**config.mk**
```make
export PLATFORM = sky130hd
export DESIGN_NAME = mseq_gen
export DESIGN_NICKNAME = d
export VERILOG_FILES = /design/src/rtl/mseq_pkg.sv /design/src/rtl/mseq_start_sync.sv /design/src/rtl/mseq_cfg.sv /design/src/rtl/mseq_cell.sv /design/src/rtl/mseq_gen.sv
export SDC_FILE = /design/constraint.sdc
export NUM_CORES = 1
export LEC_CHECK = 0
export ABC_AREA = 1
export BUFFER_PORTS_ARGS = -buffer_cell sky130_fd_sc_hd__buf_4
export CAP_MARGIN = 20
export CORE_ASPECT_RATIO = 0.9
export CORE_MARGIN = 8
export CORE_UTILIZATION = 25
export DETAILED_ROUTE_END_ITERATION = 12
export GPL_ROUTABILITY_DRIVEN = 1
export PLACE_DENSITY = 0.45
export SYNTH_ARGS = -nofsm -noshare
export SYNTH_HDL_FRONTEND = slang
export SYNTH_SLANG_ARGS = --single-unit
export TNS_END_PERCENT = 10
```
**constraint.sdc**
```tcl
create_clock -name clk -period 7.3 [get_ports clk]
set_clock_uncertainty 0.1 [all_clocks]
set_input_delay 0.365 -clock clk [delete_from_list [all_inputs] [get_ports clk]]
set_output_delay 0.365 -clock clk [all_outputs]
set_load 0.02 [all_outputs]
```
**src/rtl/mseq_pkg.sv**
```systemverilog
package mseq_pkg;

    localparam int unsigned MAX_ORDER = 15;
    localparam int unsigned MIN_ORDER = 2;
    localparam int unsigned ORD_W     = $clog2(MAX_ORDER + 1);

    typedef logic [MAX_ORDER-1:0] tapvec_t;

    // Coefficients of x^k for k < N of a primitive polynomial of degree N.
    function automatic tapvec_t fwd_poly(input int unsigned n);
        tapvec_t m;
        case (n)
            5:       m = tapvec_t'(16'h0005);
            8:       m = tapvec_t'(16'h001D);
            9:       m = tapvec_t'(16'h0011);
            10:      m = tapvec_t'(16'h0009);
            11:      m = tapvec_t'(16'h0005);
            12:      m = tapvec_t'(16'h0053);
            13:      m = tapvec_t'(16'h001B);
            14:      m = tapvec_t'(16'h0443);
            default: m = tapvec_t'(16'h0003);
        endcase
        return m;
    endfunction

    // Mirror polynomial: x^k -> x^(N-k), constant term kept.
    function automatic tapvec_t rev_poly(input int unsigned n);
        tapvec_t f;
        tapvec_t r;
        f    = fwd_poly(n);
        r    = '0;
        r[0] = 1'b1;
        for (int k = 1; k < int'(MAX_ORDER); k++) begin
            if (k < int'(n) && f[k]) r[int'(n) - k] = 1'b1;
        end
        return r;
    endfunction

endpackage

```
**src/rtl/mseq_start_sync.sv**
```systemverilog
module mseq_start_sync (
    input  logic clk,
    input  logic rst_n,
    input  logic start_i,
    output logic en_o,
    output logic seed_o
);
    typedef struct packed {
        logic en;
        logic en_dly;
    } sync_t;

    sync_t s_d, s_q;

    always_comb begin
        s_d.en     = start_i;
        s_d.en_dly = s_q.en;
    end

    always_ff @(posedge clk or negedge rst_n) begin
        if (!rst_n) s_q <= '0;
        else        s_q <= s_d;
    end

    assign en_o   = s_q.en;
    assign seed_o = s_q.en & ~s_q.en_dly;
endmodule

```
**src/rtl/mseq_cfg.sv**
```systemverilog
module mseq_cfg #(
    parameter int unsigned CELLS = mseq_pkg::MAX_ORDER,
    parameter int unsigned OW    = $clog2(CELLS + 1)
) (
    input  logic             clk,
    input  logic             rst_n,
    input  logic             seed_i,
    input  logic [OW-1:0]    order_i,
    input  logic             recip_i,
    output logic [CELLS-1:0] taps_o,
    output logic [CELLS-1:0] active_o,
    output logic [OW-1:0]    lo_o
);
    import mseq_pkg::*;

    typedef struct packed {
        logic [OW-1:0] order;
        logic          recip;
    } cfg_t;

    cfg_t             cfg_d, cfg_q;
    logic [OW-1:0]    ord_c;
    logic [CELLS-1:0] mask_c;

    always_comb begin
        ord_c = order_i;
        if (int'(ord_c) < int'(MIN_ORDER)) ord_c = OW'(MIN_ORDER);
        if (int'(ord_c) > int'(CELLS))     ord_c = OW'(CELLS);
        cfg_d = cfg_q;
        if (seed_i) begin
            cfg_d.order = ord_c;
            cfg_d.recip = recip_i;
        end
    end

    always_ff @(posedge clk or negedge rst_n) begin
        if (!rst_n) begin
            cfg_q.order <= OW'(MIN_ORDER);
            cfg_q.recip <= 1'b0;
        end else begin
            cfg_q <= cfg_d;
        end
    end

    always_comb begin
        mask_c   = cfg_q.recip ? CELLS'(rev_poly(int'(cfg_q.order)))
                               : CELLS'(fwd_poly(int'(cfg_q.order)));
        lo_o     = OW'(int'(CELLS) - int'(cfg_q.order));
        taps_o   = mask_c << lo_o;
        active_o = {CELLS{1'b1}} << lo_o;
    end
endmodule

```
**src/rtl/mseq_cell.sv**
```systemverilog
module mseq_cell (
    input  logic clk,
    input  logic rst_n,
    input  logic clr_i,
    input  logic d_i,
    input  logic fb_i,
    input  logic tap_i,
    output logic q_o,
    output logic fb_o
);
    typedef struct packed {
        logic q;
    } cell_t;

    cell_t c_d, c_q;

    always_comb begin
        c_d.q = clr_i ? 1'b0 : d_i;
    end

    always_ff @(posedge clk or negedge rst_n) begin
        if (!rst_n) c_q <= '0;
        else        c_q <= c_d;
    end

    assign q_o  = c_q.q;
    assign fb_o = fb_i ^ (c_q.q & tap_i);
endmodule

```
**src/rtl/mseq_gen.sv**
```systemverilog
module mseq_gen #(
    parameter int unsigned CELLS = mseq_pkg::MAX_ORDER,
    localparam int unsigned OW   = $clog2(CELLS + 1)
) (
    input  logic          clk,
    input  logic          rst_n,
    input  logic          start_i,
    input  logic [OW-1:0] order_i,
    input  logic          recip_i,
    output logic          bit_o
);
    logic             en_w;
    logic             seed_w;
    logic [CELLS-1:0] taps_w;
    logic [CELLS-1:0] act_w;
    logic [OW-1:0]    lo_w;
    logic [CELLS-1:0] q_w;
    logic [CELLS-1:0] d_w;
    logic [CELLS-1:0] fbin_w;
    logic [CELLS-1:0] fbout_w;

    mseq_start_sync u_sync (
        .clk     (clk),
        .rst_n   (rst_n),
        .start_i (start_i),
        .en_o    (en_w),
        .seed_o  (seed_w)
    );

    mseq_cfg #(.CELLS(CELLS), .OW(OW)) u_cfg (
        .clk      (clk),
        .rst_n    (rst_n),
        .seed_i   (seed_w),
        .order_i  (order_i),
        .recip_i  (recip_i),
        .taps_o   (taps_w),
        .active_o (act_w),
        .lo_o     (lo_w)
    );

    for (genvar i = 0; i < int'(CELLS); i++) begin : g_cell
        if (i == int'(CELLS) - 1) begin : g_head
            assign d_w[i]    = fbout_w[0] | seed_w;
            assign fbin_w[i] = 1'b0;
        end else begin : g_body
            assign d_w[i]    = q_w[i+1];
            assign fbin_w[i] = fbout_w[i+1];
        end

        mseq_cell u_cell (
            .clk   (clk),
            .rst_n (rst_n),
            .clr_i (~en_w),
            .d_i   (d_w[i]),
            .fb_i  (fbin_w[i]),
            .tap_i (taps_w[i]),
            .q_o   (q_w[i]),
            .fb_o  (fbout_w[i])
        );
    end

    always_comb begin
        bit_o = q_w[lo_w];
    end
endmodule

```
# Word level (Yosys, flattened, before mapping)
# Memories as Yosys holds them, arrays and structs flattened.
# Cells that the tools add are included.
# word_totals
regBits,22
rom_bits,192
in_bits,8
out_inout_bits,1
elab_cells,215
n_memories,2
# op_classes
add_sub_neg,15
n_lt_le_gt_ge,44
shifts,1
n_mux,61
bitwise,45
n_reduce_logical,28
# mem_list
memory,words,word_bits,rd,rd_ports_with_merged_regs,wr,line,source
(no name shown),16,6,1,0,0,mseq_pkg.sv:12,case (n)
(no name shown),16,6,1,0,0,mseq_pkg.sv:12,
# op_table
cell,count
"32-bit by 1-bit >= comparator with 1-bit output, second input constant",14
"32-bit by 6-bit less-than comparator with 1-bit output, second input constant",14
15-bit 2-to-1 mux,15
15-bit bitwise OR,13
1-bit demux with 4-bit select,14
"4-bit by 4-bit subtractor with 5-bit output, second input constant",7
1-bit 2-to-1 mux,30
"4-bit less-than comparator, first input constant",7
1-bit logical AND,20
"4-bit by 3-bit subtractor with 5-bit output, second input constant",4
1-bit bitwise AND,16
"3-bit by 4-bit less-than comparator with 1-bit output, first input constant",4
15-bit by 4-bit left shift with 15-bit output,1
1-bit XOR,14
"4-bit by 2-bit subtractor with 5-bit output, second input constant",2
"1-bit logical AND, second input constant",8
"2-bit by 4-bit less-than comparator with 1-bit output, first input constant",2
"4-bit by 5-bit less-than comparator with 1-bit output, second input constant",1
"4-bit by 1-bit subtractor with 5-bit output, second input constant",1
1-bit binary-select mux with 4-bit select,1
"1-bit by 4-bit less-than comparator with 1-bit output, first input constant",1
"4-bit by 2-bit less-than comparator with 1-bit output, second input constant",1
4-bit 2-to-1 mux,1
"4-bit subtractor, first input constant",1
other kinds (2),2

# Longest topological paths before layout
# Gate-level depths: netlist of the first run.
# depth
ltp_word,51
ltp_mapped,35
mapped_depth_nobuf,33

# Modules after synthesis
# From an unflattened synthesis of the first run, not the netlist that was laid out.
# unflattened
cells_unflattened,598
area_unflattened_um2,3251.9
# modules_own_cells
mod,n_inst,cells_each,area_per_inst_um2,seq_area_each_um2
mseq_cfg,1,424,2174.6,126.4
mseq_cell,15,8,52.6,25.0
mseq_gen,1,50,229.0,0.0
mseq_start_sync,1,4,60.1,50.0

# Worst setup path after synthesis of the first run
# No wires, ideal clock.
# synth_timing
path_kind,register -> register
from,reg u_cfg.cfg_q[2] (netlist bit)
to,reg g_cell[14].u_cell.c_q
setup_time_ps,113
arrival_ps,3210
t_required_ps,7087
slack_ps,3877
path_stages_with_launch,35
n_path_buf,2
period_less_slack_ps,3423
path_cell_list,dfstp_2 inv_1 buf_2 buf_2 ha_1 inv_1 ha_1 nor2_1 nand2_1 nor2_1 nand2_1 nand2_1 nor2_1 nand3_1 nand3_1 nand2_1 nand2_1 nand2_1 nor2_1 nor2_2 nand2_1 nand2_1 nand2_1 inv_2 nand2_1 nand2_1 nand2_1 nand2_1 inv_1 nand2_1 nand2_1 nand2_1 nand3_1 nand2_1 inv_1
# synth_via
elab_chain_len,51
word_cells_on_any_way,175
classes_between,add/sub: 15; order compare: 42; shift: 1; mux: 44; bitwise: 43; reduce/logical: 28; memory: 2
# synth_lines
element,line,source
"start, declared",mseq_cfg.sv:21,"cfg_t cfg_d, cfg_q;"
"start signal, assigned",mseq_cfg.sv:41,cfg_q <= cfg_d;
4-bit by 1-bit subtractor with 5-bit output,mseq_pkg.sv:34,if (k < int'(n) && f[k]) r[int'(n) - k] = 1'b1;
32-bit by 1-bit >= comparator with 1-bit output (not written as such) / 32-bit by 6-bit less-than comparator with 1-bit output (equally long branches),mseq_pkg.sv:34,
1-bit logical AND (not written as such),mseq_pkg.sv:34,
1-bit 2-to-1 mux (not written as such),mseq_pkg.sv:34,
1-bit demux with 4-bit select,--,
15-bit 2-to-1 mux,mseq_pkg.sv:34,
15-bit bitwise OR (no line),--,
15-bit 2-to-1 mux,mseq_pkg.sv:34,
[... 24 more ...],--,
15-bit 2-to-1 mux,mseq_cfg.sv:46,mask_c = cfg_q.recip ? CELLS'(rev_poly(int'(cfg_q.order)))
15-bit by 4-bit left shift with 15-bit output *,mseq_cfg.sv:49,taps_o = mask_c << lo_o;
1-bit bitwise AND,mseq_cell.sv:27,assign fb_o = fb_i ^ (c_q.q & tap_i);
1-bit XOR (13 in series),mseq_cell.sv:27,
1-bit XOR *,mseq_cell.sv:27,
1-bit bitwise OR *,mseq_gen.sv:43,assign d_w[i] = fbout_w[0] | seed_w;
1-bit 2-to-1 mux *,mseq_cell.sv:18,c_d.q = clr_i ? 1'b0 : d_i;
net g_cell[14].u_cell.c_d,mseq_cell.sv:15,"cell_t c_d, c_q;"
"end signal, assigned",mseq_cell.sv:22,if (!rst_n) c_q <= '0;
"end signal, assigned",mseq_cell.sv:23,else c_q <= c_d;
"end, declared",mseq_cell.sv:15,
# Mark *: on every way through the listed nets, which the timed path passes. The rest lies on a longest branch.
# A chain may end at the register's enable or synchronous reset.

# Worst setup path after layout of the first run
# layout_timing
from,reg u_cfg.cfg_q[1] (netlist bit)
to,reg g_cell[14].u_cell.c_q
# Same word-level chain as after synthesis.

==> results of run 1 <==
-- area by class of cell --
cell class | instances | area, um^2
Clock buffer | 3 | 75.1
Tap cell | 160 | 200
Clock inverter | 1 | 30.0
Multi-Input combinational cell | 458 | 2140
Timing Repair Buffer | 10 | 77.6
Fill cell | 1399 | 8710
Inverter | 65 | 245
Sequential cell | 22 | 552
-- through the flow --
stage | setup slack (ps) | total power [mW]
floorplan | 3880 | 0.375
global placement | 2480 | 0.451
detailed placement | 2530 | 0.447
CTS | 2510 | 0.603
global route | 1960 | 0.652
finish | 2540 | 0.603
-- path summary, 6_finish.rpt --
| check | start | end | slack [ps] | depth (start not counted) |
|---|---|---|---|---|
| min reg2reg | g_cell[2].u_cell.q_o$_DFF_PN0_ | g_cell[1].u_cell.q_o$_DFF_PN0_ | 390 | 2 |
| max in group asynchronous | rst_n | u_cfg.cfg_q[2]$_DFFE_PN1P_ | 6390 | 2 |
| max | u_cfg.cfg_q[1]$_DFFE_PN0P_ | g_cell[14].u_cell.q_o$_DFF_PN0_ | 2540 | 27 |
| min in group asynchronous | rst_n | u_sync.s_q[0]$_DFF_PN0_ | 430 | 2 |
| max reg2reg | u_cfg.cfg_q[1]$_DFFE_PN0P_ | g_cell[14].u_cell.q_o$_DFF_PN0_ | 2540 | 27 |
| min | start_i | u_sync.en_o$_DFF_PN0_ | 110 | 1 |
-- cells in the mapped netlist, drive strengths merged --
master	number
dfstp	1
or2	1
a21boi	1
inv	64
clkinv	1
dfrtp	21
xnor2	2
nand2	209
o21ai	22
xor2	1
clkbuf	4
nand4	13
nor3	4
buf	19
o22ai	3
a21oi	2
nand3	101
ha	17
nor2	82
-- layer usage --
layer | track usage, % | vias up
met5 | 0 | -
met2 | 20.2 | 113
met3 | 1.57 | 10
met1 | 18.1 | 1558
li1 | - | 1778
met4 | 2.27 | 0
-- cells in the final DEF, fill, tap and decap left out --
| cell type | count |
|---|---|
| xor2_1 | 1 |
| or2_0 | 1 |
| xnor2_2 | 1 |
| clkinv_2 | 1 |
| nand2_2 | 4 |
| o21ai_0 | 20 |
| xnor2_1 | 1 |
| nor2_4 | 1 |
| buf_4 | 9 |
| clkbuf_16 | 3 |
| inv_1 | 59 |
| nand3_1 | 100 |
| a21boi_1 | 1 |
| a21oi_1 | 2 |
| nand4_1 | 13 |
| nor2_1 | 75 |
| nand3_2 | 1 |
| dlygate4sd3_1 | 1 |
| o21ai_1 | 2 |
| ha_1 | 17 |
| dfstp_2 | 1 |
| o22ai_1 | 3 |
| inv_2 | 5 |
| dfrtp_1 | 21 |
| nor2_2 | 6 |
| bufinv_16 | 1 |
| nand2_1 | 205 |
| nor3_1 | 4 |
-- state kept, by name, indices dropped and copies added (netlist names) --
| register | cells |
|---|---|
| g_cell.u_cell.q_o | 15 |
| u_cfg.cfg_q | 5 |
| u_sync.en_o | 1 |
| u_sync.s_q | 1 |
-- logic make-up after synthesis --
kind of cell,after synthesis
fa+ha+maj,17
xor+xnor,3
flops,22
compound gates,28
simple gates,410
buf+inv,88
-- where the power goes --
part / switching (mW) / leakage [nW] / internal, mW
Sequential: 0.0315 / 0.291 / 0.128
Combinational: 0.204 / 1.46 / 0.0865
Clock: 0.0440 / 0.0511 / 0.109
-- what timing repair did --
action                                 in CTS  in global routing
buffers inserted                            0                  0
endpoints found under the hold margin      21                  0
hold buffers                                1                  0
==> impl_metrics.env, run 1 <==
export IMPL_layout_area_overhead_vs_synth_pct=8.25
export IMPL_finalInstanceArea_um2=3320
export IMPL_setup_viol=0
export IMPL_finish_utilization_pct=27.6
export IMPL_timing_critical_path_slowest_cell_delay_ps=1020
export IMPL_synth_top_family_by_area="simple AND/OR/NAND/NOR gates"
export IMPL_total_leakage_power_nw=1.80
export IMPL_synth_mux_area_fraction_pct=0
export IMPL_antenna_diode_count=0
export IMPL_dp_cells=714
export IMPL_vias=3459
export IMPL_layout_worst_path_cycle_share_pct=65.2
export IMPL_wl_met1_um=5050
export IMPL_total_clock_buffers_created_by_cts=3
export IMPL_drc=0
export IMPL_relSlewSlack_pct=31.0
export IMPL_drv_cap=0
export IMPL_cp_buffers_inverters=4
export IMPL_postSynthRegisterBits=22
export IMPL_grt_overflow_total=0
export IMPL_worst_pin_slew_ps=1040
export IMPL_largest_vdd_supply_drop_v=0.000144
export IMPL_final_nets=585
export IMPL_die_width_um=133
export IMPL_fin_hold_ws_ps=114
export IMPL_timing_fmax_mhz=210
export IMPL_routed_length_on_met3_um=651
export IMPL_post_layout_nonfiller_instances=719
export IMPL_ctsResizeCount=0
export IMPL_route_top_layer_used="met4"
export IMPL_xor_xnor_share_of_the_synthesized_area_pct=1.10
export IMPL_critPathCaptureType="flip-flop"
export IMPL_postSynthAreaPerCell_um2=5.39
export IMPL_final_min_clock_period_ps=4760
export IMPL_cts_num_sinks=22
export IMPL_master_cell_of_the_clock_root_buffer="clkbuf_16"
export IMPL_antenna_left=0
export IMPL_critical_path_most_common_cell="nand2_1"
export IMPL_path_clk_slew_ps=60
export IMPL_synth_top_cell_area_share_pct=25.1
export IMPL_total_placed_instance_area_um2=3200
export IMPL_detail_routed_via_count_per_cell=4.81
export IMPL_post_synth_net_total=593
export IMPL_timing_max_transition_violations_final=0
export IMPL_grt_start_max_net_pins=33
export IMPL_synthesis_area_um2=3060
export IMPL_coreArea_um2=12000
export IMPL_avgRoutedWirePerCell_um=14.0
export IMPL_synth_simple_area_share_pct=56.9
export IMPL_initial_utilization_pct=25.5
export IMPL_critical_path_max_fanout=32
export IMPL_dp_hpwl_um=7730
export IMPL_leading_area_contributor_after_synthesis="nand2_1"
export IMPL_cell_family_with_the_largest_share_of_critical_path_delay="simple AND/OR/NAND/NOR gates"
export IMPL_global_route_usage_total_pct=12.7
export IMPL_grt_first_pass_wirelength_um=16800
export IMPL_cts_tree="built"
export IMPL_synth_top_cells_by_area="nand2_1 25%, dfrtp_1 17%, nand3_1 16%, nor2_1 9.2%, inv_1 7.2%"
export IMPL_crit_path_top_delay_cell="dfrtp_1"
export IMPL_wirelength_um=10100
export IMPL_synth_compound_gate_area_share_pct=4.78
export IMPL_synthesis_instances=568
export IMPL_layout_drive_gt1_share_pct=5.90
export IMPL_post_synth_fa_ha_maj_area_fraction_pct=6.94
export IMPL_gp_congestion=0.879
export IMPL_antenna_found_initial=0
export IMPL_cts_htree_levels=1
export IMPL_total_negative_setup_slacks_ps=0
export IMPL_met2WireLength_um=4260
export IMPL_detail_route_iter0_violations=233
export IMPL_worst_endpoint_required_ps=7350
export IMPL_worst_endpoint_arrival_ps=4810
export IMPL_synth_cell_types=29
export IMPL_placement_rows=38
export IMPL_dieArea_um2=16100
export IMPL_worstSetupStartpointType="flip-flop"
export IMPL_grt_pass1_vias=3280
export IMPL_synth_yosys_warnings=0
export IMPL_drtPass1Iterations=4
export IMPL_cts_buffer_depth=2
export IMPL_die_y_um=121
export IMPL_p_per_area_nw_per_um2=182
export IMPL_run_status="completed"
export IMPL_io_buffers=8
export IMPL_worst_setup_path_type="reg2reg"
export IMPL_yosysSeqAreaShare_pct=18.0
export IMPL_hold_class="in2reg"
export IMPL_rsz0062_at_grt="false"
export IMPL_worst_skew_pair_late_latency_ps=250
export IMPL_report_final_hold_viol_count=0
export IMPL_io_pins=9
(Power assumes the default switching activity.)
==> inputs of run 2 (changes only) <==
==> constraint.sdc (replaced) <==
create_clock -name clk -period 4.77 [get_ports clk]
set_clock_uncertainty 0.1 [all_clocks]
set_input_delay 0.2385 -clock clk [delete_from_list [all_inputs] [get_ports clk]]
set_output_delay 0.2385 -clock clk [all_outputs]
set_load 0.02 [all_outputs]
==> run 2 against run 1 <==
Against the previous run: flip-flop and latch count unchanged; first-iteration DRC count up 56%; final area up 1.4%; highest routed layer unchanged; critical path depth unchanged; sequential share of layout area down 0.24 points; worst setup slack worse by 2000 ps; total power up 54%; largest cell class unchanged; die area unchanged; largest power group unchanged; maximum frequency up 13%; worst hold slack worse by 17 ps; final cell count up 0.83%.
==> impl_metrics.env, run 2 (synthesized netlist as in run 1, its figures left out) <==
export IMPL_fin_hold_ws_ps=96.4
export IMPL_relSlewSlack_pct=54.7
export IMPL_timing_critical_path_slowest_cell_delay_ps=770
export IMPL_final_min_clock_period_ps=4200
export IMPL_antenna_left=0
export IMPL_report_final_hold_viol_count=0
export IMPL_grt_pass1_vias=3194
export IMPL_layout_area_overhead_vs_synth_pct=9.80
export IMPL_worstSetupStartpointType="flip-flop"
export IMPL_total_leakage_power_nw=1.83
export IMPL_path_clk_slew_ps=60
export IMPL_placement_rows=38
export IMPL_master_cell_of_the_clock_root_buffer="clkbuf_16"
export IMPL_final_nets=591
export IMPL_crit_path_top_delay_cell="dfrtp_1"
export IMPL_setup_viol=0
export IMPL_post_layout_nonfiller_instances=725
export IMPL_layout_commonest_cell="nand2_1"
export IMPL_coreArea_um2=12000
export IMPL_grt_first_pass_wirelength_um=16600
export IMPL_cp_buffers_inverters=3
export IMPL_antenna_found_initial=0
export IMPL_finish_utilization_pct=28.0
export IMPL_cts_post_setup_buffers_inserted=0
export IMPL_detail_routed_via_count_per_cell=4.78
export IMPL_critPathCaptureType="flip-flop"
export IMPL_p_per_area_nw_per_um2=276
export IMPL_drc=0
export IMPL_total_negative_setup_slacks_ps=0
export IMPL_drtPass1Iterations=7
export IMPL_wirelength_um=9990
export IMPL_hold_class="in2reg"
export IMPL_worst_pin_slew_ps=678
export IMPL_initial_utilization_pct=25.5
export IMPL_dieArea_um2=16100
export IMPL_avgRoutedWirePerCell_um=13.8
export IMPL_grt_start_max_net_pins=32
export IMPL_most_frequent_cells_in_the_layout="205 x nand2_1, 100 x nand3_1, 75 x nor2_1, 59 x inv_1, 21 x dfrtp_1"
export IMPL_cts_num_sinks=22
export IMPL_critical_path_max_fanout=18
export IMPL_drv_cap=0
export IMPL_global_route_usage_total_pct=12.6
export IMPL_dp_cells=719
export IMPL_timing_fmax_mhz=238
export IMPL_cts_htree_levels=1
export IMPL_gp_congestion=0.939
export IMPL_critical_path_most_common_cell="nand2_1"
export IMPL_report_power_total_mw=0.927
export IMPL_grt_overflow_total=0
export IMPL_die_width_um=133
export IMPL_largest_register_ff_count=15
export IMPL_rsz0062_at_grt="false"
export IMPL_largest_vdd_supply_drop_v=0.000168
export IMPL_antenna_diode_count=0
export IMPL_total_clock_buffers_created_by_cts=3
export IMPL_worst_setup_path_type="reg2reg"
export IMPL_cts_tree="built"
export IMPL_worst_endpoint_required_ps=4820
export IMPL_die_y_um=121
export IMPL_worst_endpoint_arrival_ps=4260
export IMPL_dp_hpwl_um=7890
export IMPL_vias=3464
export IMPL_ctsResizeCount=0
export IMPL_timing_max_transition_violations_final=0
export IMPL_run_status="completed"
export IMPL_detail_route_iter0_violations=364
export IMPL_layout_drive_gt1_share_pct=6.73
export IMPL_layout_worst_path_cycle_share_pct=88.2
export IMPL_worst_skew_pair_late_latency_ps=250
export IMPL_io_pins=9
export IMPL_cell_family_with_the_largest_share_of_critical_path_delay="simple AND/OR/NAND/NOR gates"
export IMPL_io_buffers=8
export IMPL_cts_buffer_depth=2
[run 2: cell count changes in the layout (fill, tap and decap cells not counted)]
cell | before | now
buf_4 | 9 | 14
dlygate4sd3_1 | 1 | 2
[run 2: area by class of cell]
| cell class | count | area (um^2) |
|---|---|---|
| multi-input combinational | 458 | 2140 |
| clock buffer | 3 | 75.1 |
| timing repair buffer | 16 | 125 |
| fill | 1380 | 8670 |
| clock inverter | 1 | 30.0 |
| tap | 160 | 200 |
| sequential | 22 | 552 |
| inverter | 65 | 245 |
[run 2: report_power, final]
part	switching (mW)	internal, mW	total [mW]
logic	0.338	0.139	0.477
registers	0.0203	0.196	0.216
clock network	0.0668	0.167	0.233
total	0.425	0.502	0.927
[run 2: timing repair]
action                                  in CTS  in global routing
endpoints found under the setup margin       0                  0
endpoints found under the hold margin       22                  0
hold buffers                                 2                  0
[run 2: path summary, 6_finish.rpt]
kind,from,end,slack [ps],cells after the start
worst min register to register,g_cell[2].u_cell.q_o$_DFF_PN0_,g_cell[1].u_cell.q_o$_DFF_PN0_,380,2
worst max register to register,u_cfg.cfg_q[3]$_DFFE_PN0P_,g_cell[14].u_cell.q_o$_DFF_PN0_,570,27
worst max-delay path,u_cfg.cfg_q[3]$_DFFE_PN0P_,g_cell[14].u_cell.q_o$_DFF_PN0_,570,27
max in group asynchronous,rst_n,u_cfg.cfg_q[2]$_DFFE_PN1P_,3990,2
worst min-delay path,recip_i,u_cfg.cfg_q[0]$_DFFE_PN0P_,100,3
min in group asynchronous,rst_n,u_sync.en_o$_DFF_PN0_,300,2
[run 2: worst min-delay path: cells and delay by family]
family,cells,cell delay (ps)
AOI/OAI and AO/OA,1,60
buffers and inverters,1,70
and+or+nand+nor,1,40
[run 2: metal layers]
| metal | up-vias | share of wire [%] | track usage [%] |
|---|---|---|---|
| li1 | 1790 | - | - |
| met1 | 1563 | 51 | 18.6 |
| met2 | 105 | 42 | 18.8 |
| met3 | 6 | 6.1 | 1.41 |
| met4 | 0 | 0.89 | 2.98 |
| met5 | - | 0 | 0 |
[run 2: metrics by stage]
step | instance area (um^2) | setup WS, ps
global route | 3360 | 164
detailed placement | 3240 | 658
global placement | 3240 | 670
finish | 3360 | 565
floorplan | 3060 | 1350
CTS | 3360 | 634
==> inputs of run 3 (changes only) <==
--- a/config.mk
+++ b/config.mk
@@ -7,12 +7,12 @@
 export LEC_CHECK = 0
 export ABC_AREA = 1
 export BUFFER_PORTS_ARGS = -buffer_cell sky130_fd_sc_hd__buf_4
-export CAP_MARGIN = 20
 export CORE_ASPECT_RATIO = 0.9
 export CORE_MARGIN = 8
 export CORE_UTILIZATION = 25
 export DETAILED_ROUTE_END_ITERATION = 12
 export GPL_ROUTABILITY_DRIVEN = 1
+export MAX_ROUTING_LAYER = met4
 export PLACE_DENSITY = 0.45
 export SYNTH_ARGS = -nofsm -noshare
 export SYNTH_HDL_FRONTEND = slang
==> run 3 against run 2 <==
Against the previous run: first-iteration DRC count is 33% lower; critical path depth unchanged; sequential power hardly changed; total power shrank 0.26%; combinational power is essentially flat; largest cell class unchanged; count of clock-buffer cells in the layout is the same; critical path type unchanged; final cell count rose by 0.14%; worst hold slack improved by 18 ps; sequential share of layout area is essentially flat.
==> impl_metrics.env, run 3 (synthesized netlist as in run 1, its figures left out) <==
export IMPL_timing_fmax_mhz=239
export IMPL_worstSetupStartpointType="flip-flop"
export IMPL_placement_rows=38
export IMPL_cp_buffers_inverters=3
export IMPL_master_cell_of_the_clock_root_buffer="clkbuf_16"
export IMPL_largest_register_ff_count=15
export IMPL_dieArea_um2=16100
export IMPL_worst_r2r_cell_count=27
export IMPL_die_y_um=121
export IMPL_antenna_found_initial=0
export IMPL_worst_endpoint_required_ps=4820
export IMPL_setup_viol=0
export IMPL_crit_path_top_delay_cell="dfrtp_1"
export IMPL_whs_path_depth=3
export IMPL_critical_path_reg2reg_endpoint="g_cell[14].u_cell.q_o$_DFF_PN0_"
export IMPL_worst_endpoint_arrival_ps=4240
export IMPL_grt_pass1_vias=3280
export IMPL_filler_cell_count=1363
export IMPL_crit_reg2reg_launch="u_cfg.cfg_q[3]$_DFFE_PN0P_"
export IMPL_ff2ff_setup_slack_ps=580
export IMPL_post_layout_nonfiller_instances=726
export IMPL_timing_max_transition_violations_final=0
export IMPL_layout_worst_path_cycle_share_pct=87.9
export IMPL_grt_overflow_total=0
export IMPL_critical_path_max_fanout=18
export IMPL_cell_family_with_the_largest_share_of_critical_path_delay="simple AND/OR/NAND/NOR gates"
export IMPL_vias=3480
export IMPL_drc=0
export IMPL_final_min_clock_period_ps=4190
export IMPL_initial_utilization_pct=25.5
export IMPL_min_delay_start="order_i[3]"
export IMPL_finalWorstSetupSlack_ps=579
export IMPL_detail_routed_via_count_per_cell=4.79
export IMPL_worst_pin_slew_ps=675
export IMPL_antenna_diode_count=0
export IMPL_final_nets=592
export IMPL_critPathCaptureType="flip-flop"
export IMPL_largest_vdd_supply_drop_v=0.000265
export IMPL_dp_slack_ps=686
export IMPL_coreArea_um2=12000
export IMPL_detail_route_iter0_violations=244
export IMPL_p_per_area_nw_per_um2=274
export IMPL_cts_num_sinks=22
export IMPL_total_negative_setup_slacks_ps=0
export IMPL_grt_first_pass_wirelength_um=16500
export IMPL_dp_hpwl_um=7770
export IMPL_critical_path_most_common_cell="nand2_1"
export IMPL_finish_utilization_pct=28.0
export IMPL_layout_area_overhead_vs_synth_pct=10.0
export IMPL_rsz0062_at_grt="false"
export IMPL_cts_tree="built"
export IMPL_layout_drive_gt1_share_pct=6.89
export IMPL_timing_critical_path_slowest_cell_delay_ps=770
export IMPL_total_clock_buffers_created_by_cts=3
export IMPL_avgRoutedWirePerCell_um=13.5
export IMPL_wirelength_um=9790
export IMPL_io_buffers=8
export IMPL_cts_post_setup_buffers_inserted=0
export IMPL_run_status="completed"
export IMPL_hold_class="in2reg"
export IMPL_total_leakage_power_nw=1.83
export IMPL_worst_skew_pair_late_latency_ps=250
export IMPL_worst_setup_path_type="reg2reg"
export IMPL_drv_cap=0
export IMPL_drtPass1Iterations=5
export IMPL_antenna_left=0
export IMPL_global_route_usage_total_pct=12.7
export IMPL_gp_congestion=0.944
export IMPL_whs_endpoint="u_cfg.cfg_q[4]$_DFFE_PN0P_"
export IMPL_dp_cells=720
export IMPL_cts_buffer_depth=2
export IMPL_layout_commonest_cell="nand2_1"
export IMPL_io_pins=9
export IMPL_most_frequent_cells_in_the_layout="205 x nand2_1, 100 x nand3_1, 75 x nor2_1, 59 x inv_1, 21 x dfrtp_1"
export IMPL_die_width_um=133
export IMPL_path_clk_slew_ps=60
export IMPL_cts_htree_levels=1
export IMPL_grt_start_max_net_pins=32
export IMPL_relSlewSlack_pct=55.0
export IMPL_report_final_hold_viol_count=0
-- run 3: power breakdown --
group / switching [mW] / total (mW) / internal (mW)
Clock: 0.0631 / 0.230 / 0.166
Sequential: 0.0201 / 0.216 / 0.196
Combinational: 0.338 / 0.479 / 0.141
-- run 3: layer usage --
metal	wire length [um]	global-route usage (%)
met5	0	-
met4	131	3.05
met3	487	0.869
met2	4030	18.5
met1	5150	18.5
-- run 3: layout make-up --
| cell class | instances | area [um^2] | share of cell area (%) |
|---|---|---|---|
| multi-input combinational | 458 | 2140 | 63.4 |
| sequential | 22 | 552 | 16.4 |
| inverter | 65 | 245 | 7.28 |
| tap | 160 | 200 | 5.94 |
| clock inverter | 1 | 30.0 | 0.891 |
| timing repair buffer | 17 | 133 | 3.93 |
| clock buffer | 3 | 75.1 | 2.23 |
-- run 3: what timing repair did --
item                                   CTS  global route
hold buffers                             2             0
endpoints found under the hold margin   22             0
gates resized for setup                  0             0
-- run 3: metrics by stage --
| step | instance area (um^2) | total power, mW | hold slack (ps) |
|---|---|---|---|
| floorplan | 3060 | 0.573 | -157 |
| global placement | 3250 | 0.695 | 42.5 |
| detailed placement | 3250 | 0.691 | 44.3 |
| CTS | 3370 | 0.926 | 111 |
| global route | 3370 | 1.00 | 138 |
| finish | 3370 | 0.924 | 115 |
-- run 3: worst max-delay path by stage --
stage | start | endpoint | slack, ps | cells after the start
2_1_floorplan | u_cfg.cfg_q[2]$_DFFE_PN1P_ | g_cell[14].u_cell.q_o$_DFF_PN0_ | 1350 | 34
3_3_place_gp | u_cfg.cfg_q[3]$_DFFE_PN0P_ | g_cell[14].u_cell.q_o$_DFF_PN0_ | 660 | 27
3_5_place_dp | u_cfg.cfg_q[3]$_DFFE_PN0P_ | g_cell[14].u_cell.q_o$_DFF_PN0_ | 690 | 27
4_1_cts | u_cfg.cfg_q[3]$_DFFE_PN0P_ | g_cell[14].u_cell.q_o$_DFF_PN0_ | 670 | 27
5_1_grt | u_cfg.cfg_q[3]$_DFFE_PN0P_ | g_cell[14].u_cell.q_o$_DFF_PN0_ | 100 | 27
6_report | u_cfg.cfg_q[3]$_DFFE_PN0P_ | g_cell[14].u_cell.q_o$_DFF_PN0_ | 580 | 27
-- run 3: tightest hold or removal path: stages --
cell     delay (ps)
buf_4            80
nand2_1          40
o21ai_0          60
